==> src/rtl/irqmod_pkg.sv <==
package irqmod_pkg;

    // OPEN: source unmasked, no credits owed; HELD: auto-masked, work owed
    typedef enum logic [0:0] {
        ST_OPEN = 1'b0,
        ST_HELD = 1'b1
    } imod_state_t;

endpackage

==> src/rtl/imod_credit_calc.sv <==
module imod_credit_calc #(
    parameter int CNT_W = 32
) (
    input  logic             clk,
    input  logic             rst_n,
    input  logic             done_i,
    input  logic             ret_valid_i,
    input  logic [CNT_W-1:0] ret_amt_i,
    output logic [CNT_W-1:0] credits_o,
    output logic             next_zero_o,
    output logic             err_o
);
    localparam logic [CNT_W-1:0] CNT_MAX  = {CNT_W{1'b1}};
    localparam logic [CNT_W:0]   WIDE_MAX = {1'b0, CNT_MAX};

    logic [CNT_W:0]   wide_sum;
    logic [CNT_W:0]   wide_amt;
    logic [CNT_W:0]   wide_diff;
    logic             under;
    logic [CNT_W-1:0] cnt_next;

    // net change first: +done, then -returned, clamp at both ends
    always_comb begin
        wide_sum  = {1'b0, credits_o} + {{CNT_W{1'b0}}, done_i};
        wide_amt  = ret_valid_i ? {1'b0, ret_amt_i} : '0;
        under     = (wide_amt > wide_sum);
        wide_diff = wide_sum - wide_amt;
        if (under)
            cnt_next = '0;
        else if (wide_diff > WIDE_MAX)
            cnt_next = CNT_MAX;
        else
            cnt_next = wide_diff[CNT_W-1:0];
        next_zero_o = (cnt_next == '0);
    end

    always_ff @(posedge clk) begin
        if (!rst_n) begin
            credits_o <= '0;
            err_o     <= 1'b0;
        end else begin
            credits_o <= cnt_next;
            if (under)
                err_o <= 1'b1;
        end
    end

    // a lone completion below the ceiling adds exactly one
    a_r1_increment: assert property (@(posedge clk) disable iff (!rst_n)
        (done_i && !ret_valid_i && credits_o != CNT_MAX)
        |=> credits_o == $past(credits_o) + 1'b1);

    // a lone return within range subtracts the amount
    a_r2_return: assert property (@(posedge clk) disable iff (!rst_n)
        (ret_valid_i && !done_i && ret_amt_i <= credits_o)
        |=> credits_o == $past(credits_o) - $past(ret_amt_i));

    // error flag never clears outside reset
    a_r7_sticky: assert property (@(posedge clk) disable iff (!rst_n)
        err_o |=> err_o);

    // an over-return lands on zero
    a_r7_clamp: assert property (@(posedge clk) disable iff (!rst_n)
        (ret_valid_i && !done_i && ret_amt_i > credits_o)
        |=> (credits_o == '0 && err_o));

    // ceiling holds under further completions
    a_r8_saturate: assert property (@(posedge clk) disable iff (!rst_n)
        (credits_o == CNT_MAX && !ret_valid_i) |=> credits_o == CNT_MAX);

endmodule

==> src/rtl/imod_mask_fsm.sv <==
module imod_mask_fsm
    import irqmod_pkg::*;
#(
    parameter int VEC_W  = 8,
    parameter int VECTOR = 4
) (
    input  logic             clk,
    input  logic             rst_n,
    input  logic             ret_valid_i,
    input  logic             next_zero_i,
    output logic             held_o,
    output logic             irq_o,
    output logic [VEC_W-1:0] vec_o
);
    localparam logic [VEC_W-1:0] VEC_TAG = VEC_W'(VECTOR);

    imod_state_t state_q;
    imod_state_t state_d;
    logic        fire;

    // next state and fire decision
    always_comb begin
        state_d = state_q;
        fire    = 1'b0;
        unique case (state_q)
            ST_OPEN: begin
                if (!next_zero_i) begin      // arm-fire
                    state_d = ST_HELD;
                    fire    = 1'b1;
                end
            end
            ST_HELD: begin
                if (ret_valid_i) begin
                    if (next_zero_i)
                        state_d = ST_OPEN;   // drain-unmask
                    else
                        fire = 1'b1;         // partial-return refire
                end
            end
            default: state_d = ST_OPEN;
        endcase
    end

    // state register
    always_ff @(posedge clk) begin
        if (!rst_n)
            state_q <= ST_OPEN;
        else
            state_q <= state_d;
    end

    // registered outputs
    always_ff @(posedge clk) begin
        if (!rst_n) begin
            irq_o <= 1'b0;
            vec_o <= '0;
        end else begin
            irq_o <= fire;
            vec_o <= fire ? VEC_TAG : '0;
        end
    end

    assign held_o = (state_q == ST_HELD);

    // a request is always followed by the masked state
    a_r3_fire_holds: assert property (@(posedge clk) disable iff (!rst_n)
        irq_o |-> held_o);

    // draining return unmasks silently
    a_r4_silent_drain: assert property (@(posedge clk) disable iff (!rst_n)
        (held_o && ret_valid_i && next_zero_i) |=> (!irq_o && !held_o));

    // partial return refires and stays masked
    a_r5_refire: assert property (@(posedge clk) disable iff (!rst_n)
        (held_o && ret_valid_i && !next_zero_i) |=> (irq_o && held_o));

    // vector tag only during a request
    a_r9_vector: assert property (@(posedge clk) disable iff (!rst_n)
        irq_o ? (vec_o == VEC_TAG) : (vec_o == '0));

endmodule

==> src/rtl/irq_credit_moderator.sv <==
module irq_credit_moderator #(
    parameter int CNT_W  = 32,
    parameter int VEC_W  = 8,
    parameter int VECTOR = 4
) (
    input  logic             clk,
    input  logic             rst_n,
    input  logic             cmpl_pulse,
    input  logic             credit_wr,
    input  logic [CNT_W-1:0] credit_amt,
    output logic             irq_req,
    output logic [VEC_W-1:0] irq_vec,
    output logic [CNT_W-1:0] credits,
    output logic             auto_masked,
    output logic             over_return
);
    logic next_zero;

    imod_credit_calc #(
        .CNT_W (CNT_W)
    ) u_calc (
        .clk         (clk),
        .rst_n       (rst_n),
        .done_i      (cmpl_pulse),
        .ret_valid_i (credit_wr),
        .ret_amt_i   (credit_amt),
        .credits_o   (credits),
        .next_zero_o (next_zero),
        .err_o       (over_return)
    );

    imod_mask_fsm #(
        .VEC_W  (VEC_W),
        .VECTOR (VECTOR)
    ) u_fsm (
        .clk         (clk),
        .rst_n       (rst_n),
        .ret_valid_i (credit_wr),
        .next_zero_i (next_zero),
        .held_o      (auto_masked),
        .irq_o       (irq_req),
        .vec_o       (irq_vec)
    );

    // mask state tracks whether credits are owed
    a_r3_mask_tracks: assert property (@(posedge clk) disable iff (!rst_n)
        auto_masked == (credits != '0));

endmodule

==> config.mk <==
export PLATFORM = sky130hd
export DESIGN_NAME = irq_credit_moderator
export DESIGN_NICKNAME = d
export VERILOG_FILES = /design/src/rtl/irqmod_pkg.sv /design/src/rtl/imod_credit_calc.sv /design/src/rtl/imod_mask_fsm.sv /design/src/rtl/irq_credit_moderator.sv
export SDC_FILE = /design/constraint.sdc
export NUM_CORES = 1
export LEC_CHECK = 0
export BUFFER_PORTS_ARGS = -buffer_cell sky130_fd_sc_hd__buf_2
export CAP_MARGIN = 5
export CORE_ASPECT_RATIO = 1.1
export CORE_MARGIN = 2
export CORE_UTILIZATION = 45
export CTS_CLUSTER_SIZE = 8
export DETAILED_ROUTE_END_ITERATION = 8
export PLACE_DENSITY = 0.68
export SLEW_MARGIN = 20
export SYNTH_ARGS = -nofsm -noshare
export SYNTH_HDL_FRONTEND = slang
export SYNTH_HIERARCHICAL = 1
export SYNTH_SLANG_ARGS = --single-unit
export TNS_END_PERCENT = 20
==> constraint.sdc <==
create_clock -name clk -period 5 [get_ports clk]
set_input_delay 0 -clock clk [delete_from_list [all_inputs] [get_ports clk]]
set_output_delay 0 -clock clk [all_outputs]
set_load 0.02 [all_outputs]
# --- Word level (Yosys, flattened, before mapping) ---
# Index checks and enable logic that the tools add are counted.
word_totals:
  inputBits: 36
  regBits: 43
  out_inout_bits: 43
  elab_cells: 20
op_classes:
  magnitude_cmp: 2
  add_sub_neg: 2
  n_mux: 9
  bitwise: 1
  n_reduce_logical: 1
ops:
  columns: ["op", "n"]
  rows:
  - ["two-way mux 32 bit", 3]
  - ["adder 32 x 1 -> 33 bit", 1]
  - ["greater-than comparator 33 x 32 -> 1 bit (second input constant)", 1]
  - ["greater-than comparator 33 bit", 1]
  - ["subtractor 33 bit", 1]
  - ["logical NOT 32 bit", 1]
  - ["case mux 1 bit (2 select lines)", 2]
  - ["two-way mux 1 bit", 3]
  - ["two-way mux 3 bit", 1]
  - ["inverter 1 bit", 1]

# --- Longest topological paths before layout ---
# Gate-level depths: netlist of the first run.
logic_depth:
  word_depth: 10
  depth_mapped: 22
  mapped_depth_nobuf: 20

# --- Modules after synthesis ---
# Netlist of the first run, hierarchy kept.
modules_own_cells:
  columns: ["module", "n_inst", "area_per_inst_um2", "cells_each", "seq_area_each_um2"]
  rows:
  - ["imod_credit_calc", 1, 3544.6, 472, 660.6]
  - ["imod_mask_fsm", 1, 141.4, 15, 40.0]

# --- Worst setup path after synthesis of the first run ---
# OpenSTA, ideal clock, no wires.
synth_path:
  path_kind: "flip-flop to flip-flop"
  start: "register u_calc.credits_o[0]"
  end: "register u_fsm.state_q (netlist: u_fsm/held_o)"
  n_path_buf: 1
  setup_ns: 0.115
  synth_period_minus_slack_ns: 4.606
  stages_incl_launch_ff: 21
  slack_ns: 0.394
  t_arrival_ns: 4.492
  t_required_ns: 4.885
  cell_sequence: "dfxtp_1 ha_1 ha_1 nand4_1 nor3_4 nand3_1 xnor2_1 ha_1 buf_2 a21oi_1 o21ai_0 or2_2 o32ai_2 xnor2_1 o21ai_1 or4bb_1 nor4_1 nand4_1 o31ai_1 inv_1 o21a_1"
synth_between:
  elab_chain_cells: 9
  word_cells_on_any_way: 10
  cone_classes: "2 x add/sub; 2 x order compare; 5 x mux; 1 x reduce/logical"
synth_lines:
  columns: ["element", "line_no", "rtl"]
  rows:
  - ["start: declaration", "imod_credit_calc.sv:9", "output logic [CNT_W-1:0] credits_o,"]
  - ["start signal: assignment", "imod_credit_calc.sv:42", "credits_o <= cnt_next;"]
  - ["adder 32 x 1 -> 33 bit (*)", "imod_credit_calc.sv:24", "wide_sum = {1'b0, credits_o} + {{CNT_W{1'b0}}, done_i};"]
  - ["subtractor 33 bit", "imod_credit_calc.sv:27", "wide_diff = wide_sum - wide_amt;"]
  - ["greater-than comparator 33 x 32 -> 1 bit", "imod_credit_calc.sv:30", "else if (wide_diff > WIDE_MAX)"]
  - ["two-way mux 32 bit", "imod_credit_calc.sv:30", null]
  - ["two-way mux 32 bit (*)", "imod_credit_calc.sv:28", "if (under)"]
  - ["logical NOT 32 bit (*)", "imod_credit_calc.sv:34", "next_zero_o = (cnt_next == '0);"]
  - ["net next_zero", "irq_credit_moderator.sv:17", "logic next_zero;"]
  - ["two-way mux 1 bit (*)", "imod_mask_fsm.sv:27, imod_mask_fsm.sv:34", null]
  - ["two-way mux 1 bit", "imod_mask_fsm.sv:33", "if (ret_valid_i) begin"]
  - ["case mux 1 bit (2 select lines) (*)", "imod_mask_fsm.sv:25", "unique case (state_q)"]
  - ["end signal: assignment", "imod_mask_fsm.sv:49", "state_q <= state_d;"]
  - ["end: declaration", "imod_mask_fsm.sv:17", "imod_state_t state_q;"]
# Mark *: on every way through the listed nets, which the timed path passes. The rest lies on a longest branch.
# A chain may end at the register's enable or synchronous reset.

# --- Worst setup path after layout of the first run ---
# Same ends and word-level chain as after synthesis.

==> flow_metrics.py, run 1 <==
metrics = {
    "power_and_ir_drop": {
        "p_leak_nw": 2.12,
        "ir_worst_vdd_v": 0.000320,
        "power_density_nw_per_um2": 647,
    },
    "route": {
        "ant_nets": 0,
        "dr.pass1.iters": 5,
        "vias_per_cell": 5.73,
        "post_drt_wl_per_cell_um": 15.6,
        "totalWireLength_um": 10500,
        "num_vias": 3843,
        "initialDrtViolationCount": 235,
        "drc": 0,
    },
    "critical_path": {
        "cp_slowest_cell": "or4bb_1",
        "cp_data_required_time_ns": 5.20,
        "reg2reg_depth": 21,
        "critical-path-max-stage-delay_ns": 0.50,
        "path_class": "flop to flop",
        "cp-end-kind": "flop",
        "cp_max_fo": 6,
        "cp_cell_sequence": "ha_1 > ha_2 > nand4_1 > nor3_4 > buf_4 > buf_4 > nand3_1 > xnor2_1 > ha_1 > a21oi_1 > o21a_1 > o2bb2ai_1 > o32ai_2 > xnor2_1 > o21ai_1 > or4bb_1 > nor4_1 > nand4_1 > o31ai_2 > inv_1 > o21a_1",
        "critPathLaunchType": "flop",
        "arrival_ns": 4.96,
        "r2r_slack_ns": 0.23,
    },
    "global_route": {
        "grtUsageTotal_pct": 23.7,
        "grt_pass1_wl_um": 17600,
        "grt_overflow_total": 0,
        "grt_max_degree": 34,
        "grt_pass1_vias": 3730,
        "antenna_found_initial": 0,
    },
    "cts": {
        "cts_tree": "built",
        "cts-root-buf": "clkbuf_8",
        "clk_pin_slew_ns": 0.08,
        "cts_sinks": 35,
        "clk_latency_ns": 0.29,
        "cts_buffers": 5,
        "htree_levels": 2,
        "clockBufferDepth": 2,
    },
    "cells_and_area": {
        "nets": 635,
        "diodes": 0,
        "layout-drive-gt1-share_pct": 21.1,
        "area_growth_pct": 17.6,
        "final-instance-count-excl-fill": 671,
    },
    "synthesis": {
        "synth_area_um2": 3690,
        "synth-main-ff-cell": "dfxtp_1",
        "synth.avg_cell_area_um2": 7.57,
        "synth_seq_cells": 35,
        "synth-async-reset-ratio_pct": 0,
        "synth_edf_count": 0,
        "synth_warnings": 6,
        "synth-seq-area-share_pct": 19.0,
        "yosysUniqueCellTypes": 60,
        "syn-instance-count": 487,
    },
    "hold_path": {
        "min_path_type": "primary input to flop",
        "holdPathStages": 4,
    },
    "sta": {
        "min_period_over_period_pct": 95.3,
        "fmax_mhz": 210,
        "setup-tns-final_ns": 0,
        "final-setup-viol-count": 0,
        "worst_slew_pin_slew_ns": 0.617,
        "finClkSkew_ns": 0.00987,
        "worst_slack_ns": 0.233,
        "whs_ns": 0.147,
        "relSlewSlack_pct": 58.9,
        "hold_viol_final": 0,
        "min_period_ns": 4.77,
        "drv_slew": 0,
    },
    "die": {
        "die-area_um2": 8930,
        "io_pins": 79,
        "die_h_um": 98.9,
        "fp.coreArea_um2": 7910,
        "rows": 34,
        "die_w_um": 90.3,
        "initial_utilization_pct": 46.6,
    },
    "run": {
        "maxCapViolCount": 0,
    },
    "placement": {
        "placed_cells": 659,
        "dp_hpwl_um": 8340,
        "gp_congestion": 0.950,
        "port_buffers": 71,
        "dpl_worst_slack_ns": 0.0371,
    },
    "outcome": {
        "status": "finished, final reports clean",
    },
}
## path summary, 6_finish.rpt
check | startpoint | end
worst max-delay path | u_calc/credits_o[0]$_SDFF_PN0_ | u_fsm/held_o$_SDFF_PN0_
worst min-delay path | credit_amt[0] | u_calc/credits_o[0]$_SDFF_PN0_
worst max register to register | u_calc/credits_o[0]$_SDFF_PN0_ | u_fsm/held_o$_SDFF_PN0_
worst min register to register | u_calc/err_o$_SDFFE_PN0N_ | u_calc/err_o$_SDFFE_PN0N_
## cell usage after synthesis (4+ instances only)
cell	count	share of area, %
a211oi_1	4	0.81
a21o_1	11	2.2
a21oi_1	63	8.6
and3_1	6	1.0
buf_2	8	1.1
buf_4	8	1.6
clkbuf_1	7	0.71
dfxtp_1	35	19
ha_1	35	12
inv_1	13	1.3
nand2_1	65	6.6
nand2b_1	7	1.2
nand3_1	20	2.7
nand4_1	14	2.4
nor2_1	28	2.9
nor2b_1	4	0.68
nor3_1	11	1.5
o211ai_1	6	1.2
o21a_1	9	1.8
o21ai_0	18	2.4
or2_2	4	0.68
xnor2_1	37	8.8
xor2_1	18	4.3
## what timing repair did
item,4_1_cts,5_1_grt
buffers inserted,0,4
resized for setup,1,11
endpoints found under the hold margin,3,0
endpoints found under the setup margin,1,2
hold buffers,1,0
pin swaps,0,6
## through the flow
stage,power [mW],utilization [%],instance area (µm²)
6_report,2.80,54.8,4330
3_3_place_gp,2.50,52.5,4150
2_1_floorplan,1.99,-,3710
5_1_grt,3.05,54.8,4330
3_5_place_dp,2.51,52.5,4150
4_1_cts,2.75,53.8,4260
## critical path: cells and delay by family, from the launching register on
kind            cells  cell delay (ns)
simple gates        6             1.46
xor+xnor            2             0.34
fa+ha+maj           3             0.76
buf+inv             3             0.30
flops               1             0.35
compound gates      7             1.43
## power breakdown
| group | total, mW | internal (mW) | leakage (nW) | switching (mW) |
|---|---|---|---|---|
| combinational | 2.11 | 0.833 | 1.79 | 1.28 |
| sequential | 0.479 | 0.377 | 0.284 | 0.102 |
| clock | 0.216 | 0.108 | 0.0470 | 0.107 |
| total | 2.80 | 1.32 | 2.12 | 1.48 |
## area by class of cell
type / instances / area [µm²]
Clock inverter: 1 / 5.00
Sequential cell: 35 / 701
Multi-Input combinational cell: 420 / 2880
Tap cell: 108 / 135
Inverter: 13 / 48.8
Clock buffer: 6 / 82.6
Fill cell: 814 / 3580
Timing Repair Buffer: 88 / 485
## routing by layer
metal,global-route usage [%],wire [µm],up-vias
met3,3.59,593,28
li1,-,-,1894
met4,8.40,242,0
met1,28.7,4430,1779
met2,42.6,5240,142
met5,0,0,-
## cells in the final DEF, fill, tap and decap left out, types with 3 or more instances in the layout
cell / synthesis / layout
nor3_1: 11 / 9
nand4_1: 14 / 14
clkbuf_8: 0 / 6
inv_1: 13 / 13
nor2_1: 28 / 28
xor2_1: 18 / 18
conb_1: 1 / 7
nor2b_1: 4 / 4
nand2_1: 65 / 63
o21ai_1: 3 / 3
a21oi_1: 63 / 62
a211oi_1: 4 / 4
ha_1: 35 / 33
buf_4: 8 / 16
buf_2: 8 / 71
or2_2: 4 / 4
nor3_2: 1 / 3
nand3_1: 20 / 20
a21o_1: 11 / 11
dfxtp_1: 35 / 35
o21a_1: 9 / 9
and3_1: 6 / 6
o211ai_1: 6 / 6
o21ai_0: 18 / 18
o2111ai_1: 3 / 3
nand2b_1: 7 / 7
xnor2_1: 37 / 37
## flip-flops by register name (all words and copies together), names as in the netlist
name and flops:
u_calc/credits_o 32, u_calc/err_o 1, u_fsm/held_o 1, u_fsm/vec_o 1
## kinds of logic (layout without fill, tap and decap cells)
kind of cell	count (synthesis)	after routing	synth area share [%]
buf+inv	38	108	4.99
other cells	1	7	0.102
simple gates	179	179	24.9
fa+ha+maj	37	37	12.7
xor+xnor	55	55	13.1
flops	35	35	19.0
compound gates	142	142	25.2
Note: power is estimated with default switching activity, not from simulation.
==> run 2, diff against run 1 <==
--- a/config.mk
+++ b/config.mk
@@ -5,14 +5,13 @@
 export SDC_FILE = /design/constraint.sdc
 export NUM_CORES = 1
 export LEC_CHECK = 0
-export BUFFER_PORTS_ARGS = -buffer_cell sky130_fd_sc_hd__buf_2
 export CAP_MARGIN = 5
 export CORE_ASPECT_RATIO = 1.1
 export CORE_MARGIN = 2
 export CORE_UTILIZATION = 45
 export CTS_CLUSTER_SIZE = 8
 export DETAILED_ROUTE_END_ITERATION = 8
-export PLACE_DENSITY = 0.68
+export DONT_BUFFER_PORTS = 1
 export SLEW_MARGIN = 20
 export SYNTH_ARGS = -nofsm -noshare
 export SYNTH_HDL_FRONTEND = slang
==> flow_metrics.py, run 2 (same netlist as run 1, synthesis figures left out) <==
metrics = {
    "power_and_ir_drop": {
        "ir_worst_vdd_v": 0.000244,
        "p_leak_nw": 1.86,
        "power_density_nw_per_um2": 675,
        "power_mw": 2.74,
    },
    "placement": {
        "port_buffers": 0,
        "gp_congestion": 0.920,
        "dp_hpwl_um": 8340,
        "place_area_um2": 3890,
    },
    "sta": {
        "min_period_over_period_pct": 94.1,
        "final-setup-viol-count": 0,
        "fmax_mhz": 212,
        "finClkSkew_ns": 0.0115,
        "hold_viol_final": 0,
        "setup-tns-final_ns": 0,
        "min_period_ns": 4.71,
        "drv_slew": 0,
    },
    "critical_path": {
        "critPathLaunchType": "flop",
        "r2r_start": "u_calc/credits_o[0]$_SDFF_PN0_",
        "r2r_slack_ns": 0.29,
        "cp-end-kind": "flop",
        "cp_max_fo": 6,
        "timing.rr.end": "u_fsm/held_o$_SDFF_PN0_",
        "cp_data_required_time_ns": 5.20,
        "path_class": "flop to flop",
        "arrival_ns": 4.90,
        "reg2reg_depth": 20,
    },
    "cells_and_area": {
        "fillCellCount": 813,
        "finalCoreUtilization_pct": 51.3,
        "top_register": "u_calc/credits_o",
        "diodes": 0,
        "layout_commonest_cell": "nand2_1",
        "largest_reg_flops": 32,
        "layout-drive-gt1-share_pct": 10.6,
        "layout_common_cells": "65 x nand2_1, 63 x a21oi_1, 37 x xnor2_1",
        "area_growth_pct": 10.1,
        "finalInstanceArea_um2": 4060,
        "nets": 574,
    },
    "route": {
        "dr.pass1.iters": 6,
        "ant_nets": 0,
        "drc": 0,
        "dr_wl_met2_um": 5270,
        "num_vias": 3557,
        "post_drt_wl_per_cell_um": 17.1,
        "vias_per_cell": 5.83,
        "route.met3.wl_um": 412,
        "wl_met1_um": 4560,
        "highest_layer": "met4",
        "totalWireLength_um": 10400,
        "initialDrtViolationCount": 129,
    },
    "die": {
        "io_pins": 79,
        "fp.coreArea_um2": 7910,
        "die_h_um": 98.9,
        "die-area_um2": 8930,
        "rows": 34,
        "initial_utilization_pct": 46.6,
        "die_w_um": 90.3,
    },
    "outcome": {
        "status": "finished, final reports clean",
    },
    "cts": {
        "cts-root-buf": "clkbuf_8",
        "clk_pin_slew_ns": 0.08,
        "cts_buffers": 5,
        "clk_latency_ns": 0.30,
        "cts_tree": "built",
        "clockBufferDepth": 2,
        "cts_sinks": 35,
        "htree_levels": 2,
    },
    "hold_path": {
        "min_path_type": "primary input to flop",
        "whs_endpoint": "u_calc/credits_o[0]$_SDFF_PN0_",
        "worst_hold_startpoint": "credit_wr",
        "holdPathStages": 3,
    },
    "global_route": {
        "antenna_found_initial": 0,
        "grt_overflow_total": 0,
        "grtUsageTotal_pct": 23.5,
        "grt_max_degree": 34,
        "grt_pass1_wl_um": 17300,
        "grt_pass1_vias": 3608,
    },
    "run": {
        "maxCapViolCount": 0,
    },
}
[run 2: changes by cell type in the layout (fill, tap and decap cells not counted), sizes merged]
cell / before / now
dlygate4sd3: 1 / 2
buf: 87 / 25
[run 2: how the worst max path moves through the flow]
stage	start	to	slack (ns)
4_1_cts	u_calc/credits_o[0]$_SDFF_PN0_	u_fsm/held_o$_SDFF_PN0_	0.07
2_1_floorplan	u_calc/credits_o[0]$_SDFF_PN0_	u_fsm/held_o$_SDFF_PN0_	0.39
6_report	u_calc/credits_o[0]$_SDFF_PN0_	u_fsm/held_o$_SDFF_PN0_	0.29
3_3_place_gp	u_calc/credits_o[0]$_SDFF_PN0_	u_fsm/held_o$_SDFF_PN0_	0.28
5_1_grt	u_calc/credits_o[0]$_SDFF_PN0_	u_fsm/held_o$_SDFF_PN0_	-0.05
3_5_place_dp	u_calc/credits_o[0]$_SDFF_PN0_	u_fsm/held_o$_SDFF_PN0_	0.12
[run 2: final cells by class]
type,instances,area (µm²),area share (%)
multi-input combinational,420,2870,70.6
sequential,35,701,17.3
timing repair buffer,27,220,5.43
tap,108,135,3.33
clock buffer,6,82.6,2.04
inverter,13,48.8,1.20
clock inverter,1,5.00,0.123
[run 2: routing by layer]
metal  track usage (%)  vias up
li1                  -     1778
met1              28.7     1678
met2              42.5       87
met3              3.59       14
met4              7.69        0
met5                 0        -
[run 2: what timing repair did]
item | in CTS | in global routing
endpoints found under the setup margin | 0 | 33
gates resized for setup | 0 | 8
endpoints found under the hold margin | 4 | 0
setup buffers | 0 | 2
hold buffers | 2 | 0
[run 2: where the power goes]
part	internal (mW)	total (mW)	switching [mW]	leakage (nW)
logic	0.787	1.99	1.20	1.53
clock network	0.108	0.217	0.108	0.0470
registers	0.376	0.535	0.159	0.284
total	1.27	2.74	1.47	1.86
[run 2: per-stage QoR]
step / std cells / hold slack, ns / setup WS (ns)
2_1_floorplan: 493 / 0.118 / 0.394
3_3_place_gp: 599 / 0.121 / 0.284
3_5_place_dp: 599 / 0.127 / 0.121
4_1_cts: 608 / 0.0464 / 0.0727
5_1_grt: 610 / 0.0737 / -0.0486
6_report: 610 / 0.0667 / 0.294
[run 2: worst max-delay path: stages, from the launching register on]
cell and delay [ns]:
dfxtp_1 0.33, ha_1 0.15, ha_1 0.22, nand4_1 0.21, nor3_4 0.25, buf_4 0.19
nand3_1 0.09, xnor2_1 0.15, ha_1 0.39, a21oi_1 0.16, o21ai_0 0.16, or2_2 0.32
o32ai_2 0.26, xnor2_1 0.18, o21ai_1 0.09, or4bb_1 0.50, nor4_1 0.26, nand4_1 0.15
o31ai_2 0.30, inv_1 0.06, o21a_1 0.18
==> run 3, diff against run 2 <==
--- a/config.mk
+++ b/config.mk
@@ -6,12 +6,13 @@
 export NUM_CORES = 1
 export LEC_CHECK = 0
 export CAP_MARGIN = 5
-export CORE_ASPECT_RATIO = 1.1
 export CORE_MARGIN = 2
-export CORE_UTILIZATION = 45
+export CORE_UTILIZATION = 65
 export CTS_CLUSTER_SIZE = 8
 export DETAILED_ROUTE_END_ITERATION = 8
 export DONT_BUFFER_PORTS = 1
+export HOLD_SLACK_MARGIN = 0.1
+export PLACE_DENSITY = 0.81
 export SLEW_MARGIN = 20
 export SYNTH_ARGS = -nofsm -noshare
 export SYNTH_HDL_FRONTEND = slang
==> flow_metrics.py, run 3 (same netlist as run 1, synthesis figures left out) <==
metrics = {
    "critical_path": {
        "cp_cell_sequence": "ha_1 > ha_2 > nand4_1 > nor3_4 > buf_4 > nand3_1 > xnor2_1 > ha_1 > a21oi_1 > o21ai_0 > or2_2 > o32ai_2 > xnor2_1 > o21ai_1 > or4bb_1 > nor4_2 > nand4_1 > o31ai_2 > inv_1 > o21a_1",
        "critical-path-max-stage-delay_ns": 0.52,
        "cp_data_required_time_ns": 5.18,
        "endpoint": "u_fsm/held_o$_SDFF_PN0_",
        "cp_slowest_cell": "or4bb_1",
        "arrival_ns": 4.95,
        "path_class": "flop to flop",
        "critPathLaunchType": "flop",
        "r2r_start": "u_calc/credits_o[0]$_SDFF_PN0_",
        "timing.rr.end": "u_fsm/held_o$_SDFF_PN0_",
        "reg2reg_depth": 20,
        "startpoint": "u_calc/credits_o[0]$_SDFF_PN0_",
        "cp-end-kind": "flop",
        "cp_max_fo": 6,
        "r2r_slack_ns": 0.23,
    },
    "route": {
        "initialDrtViolationCount": 357,
        "vias_per_cell": 6.44,
        "dr.pass1.iters": 6,
        "totalWireLength_um": 10100,
        "post_drt_wl_per_cell_um": 17.4,
        "ant_nets": 0,
        "num_vias": 3728,
        "drc": 0,
    },
    "placement": {
        "dp_hpwl_um": 7760,
        "port_buffers": 0,
        "place_area_um2": 3850,
        "gp_congestion": 0.949,
    },
    "sta": {
        "relSlewSlack_pct": 64.5,
        "hold_viol_final": 0,
        "final-setup-viol-count": 0,
        "worst_slew_pin_slew_ns": 0.524,
        "drv_slew": 0,
        "finClkSkew_ns": 0.00760,
        "min_period_ns": 4.77,
        "setup-tns-final_ns": 0,
        "min_period_over_period_pct": 95.4,
        "fmax_mhz": 210,
        "rsz0062_at_grt": "false",
    },
    "global_route": {
        "grt_pass1_vias": 3509,
        "grtUsageTotal_pct": 31.7,
        "grt_max_degree": 33,
        "grt_pass1_wl_um": 16000,
        "antenna_found_initial": 0,
        "grt_overflow_total": 0,
    },
    "cells_and_area": {
        "multi_input_area_um2": 2870,
        "layout_common_cells": "65 x nand2_1, 63 x a21oi_1, 37 x xnor2_1",
        "top_register": "u_calc/credits_o",
        "regArea_um2": 701,
        "area_growth_pct": 9.27,
        "largest_reg_flops": 32,
        "layout_commonest_cell": "nand2_1",
        "layout-drive-gt1-share_pct": 10.8,
        "finalInstanceArea_um2": 4030,
        "fillCellCount": 451,
        "nets": 578,
        "diodes": 0,
    },
    "outcome": {
        "status": "finished, final reports clean",
    },
    "run": {
        "maxCapViolCount": 0,
    },
    "power_and_ir_drop": {
        "p_seq_share_pct": 19.1,
        "ir_worst_vdd_v": 0.000400,
        "power_density_nw_per_um2": 685,
        "sw_frac_of_total_pct": 54.0,
        "combPwrFrac_pct": 73.5,
        "pwr-share-clk_pct": 7.4,
        "p_leak_nw": 1.85,
        "power.switching_mw": 1.49,
        "internal_power_mw": 1.27,
    },
    "die": {
        "io_pins": 79,
        "rows": 27,
        "die-area_um2": 6290,
        "die_h_um": 79.3,
        "fp.coreArea_um2": 5510,
        "die_w_um": 79.3,
        "initial_utilization_pct": 66.9,
    },
    "hold_path": {
        "min_path_type": "primary input to flop",
        "worst_hold_startpoint": "credit_wr",
    },
    "cts": {
        "cts_sinks": 35,
        "htree_levels": 2,
        "cts_buffers": 5,
        "clockBufferDepth": 2,
        "clk_pin_slew_ns": 0.08,
        "cts_tree": "built",
        "clk_latency_ns": 0.29,
        "cts-root-buf": "clkbuf_8",
    },
}
==> run 3: layout make-up <==
cell class,count,area share (%)
clock buffer,7,1.89
clock inverter,1,0.124
inverter,13,1.21
multi-input combinational,420,71.2
sequential,35,17.4
tap,72,2.24
timing repair buffer,31,5.96
==> run 3: worst min path at each step <==
stage                                           end  cells past startpoint
finish               u_calc/credits_o[1]$_SDFF_PN0_                      4
CTS                  u_calc/credits_o[1]$_SDFF_PN0_                      4
global route        u_calc/credits_o[29]$_SDFF_PN0_                      3
global placement            u_fsm/held_o$_SDFF_PN0_                      1
detailed placement  u_calc/credits_o[31]$_SDFF_PN0_                      1
floorplan                   u_fsm/held_o$_SDFF_PN0_                      1
==> run 3: critical path: cells and delay by family (launching register included) <==
family                   cells  cell delay (ns)
AO/OA/AOI/OAI                6             1.19
adder cells (fa/ha/maj)      3             0.74
AND/OR/NAND/NOR              7             1.78
buffers and inverters        2             0.26
flip-flops                   1             0.34
XOR/XNOR                     2             0.35
==> run 3: power by group through the flow <==
stage | sequential [mW] | combinational, mW | clock, mW
2_1_floorplan | 0.586 | 1.41 | 0
3_3_place_gp | 0.530 | 1.89 | 0
3_5_place_dp | 0.533 | 1.92 | 0
4_1_cts | 0.526 | 1.93 | 0.210
5_1_grt | 0.535 | 2.19 | 0.217
6_report | 0.526 | 2.03 | 0.205
==> run 3: metal layers <==
| layer | share of wire (%) | GRT usage, % | wire (µm) |
|---|---|---|---|
| met1 | 42 | 37.9 | 4240 |
| met3 | 6.9 | 5.80 | 695 |
| met4 | 3.0 | 15.0 | 299 |
| met5 | 0 | 0 | 0 |
| met2 | 48 | 54.6 | 4850 |
==> run 3: per-stage QoR <==
step                      cells  utilization (%)  setup slack, ns  power, mW  hold slack (ns)
after floorplan             493                -            0.394       1.99            0.118
after global placement      565             69.9            0.198       2.42            0.120
after detailed placement    565             69.9            0.108       2.45            0.126
after CTS                   576             72.0           0.0271       2.67            0.129
after global routing        579             73.1           0.0206       2.94            0.172
final                       579             73.1            0.230       2.76            0.153
==> run 3: what timing repair did <==
item                                   CTS  global route
hold buffers                             3             0
endpoints found under the hold margin    5             0
buffers inserted                         0             3
setup endpoints to repair                0             2
resized for setup                        0             8
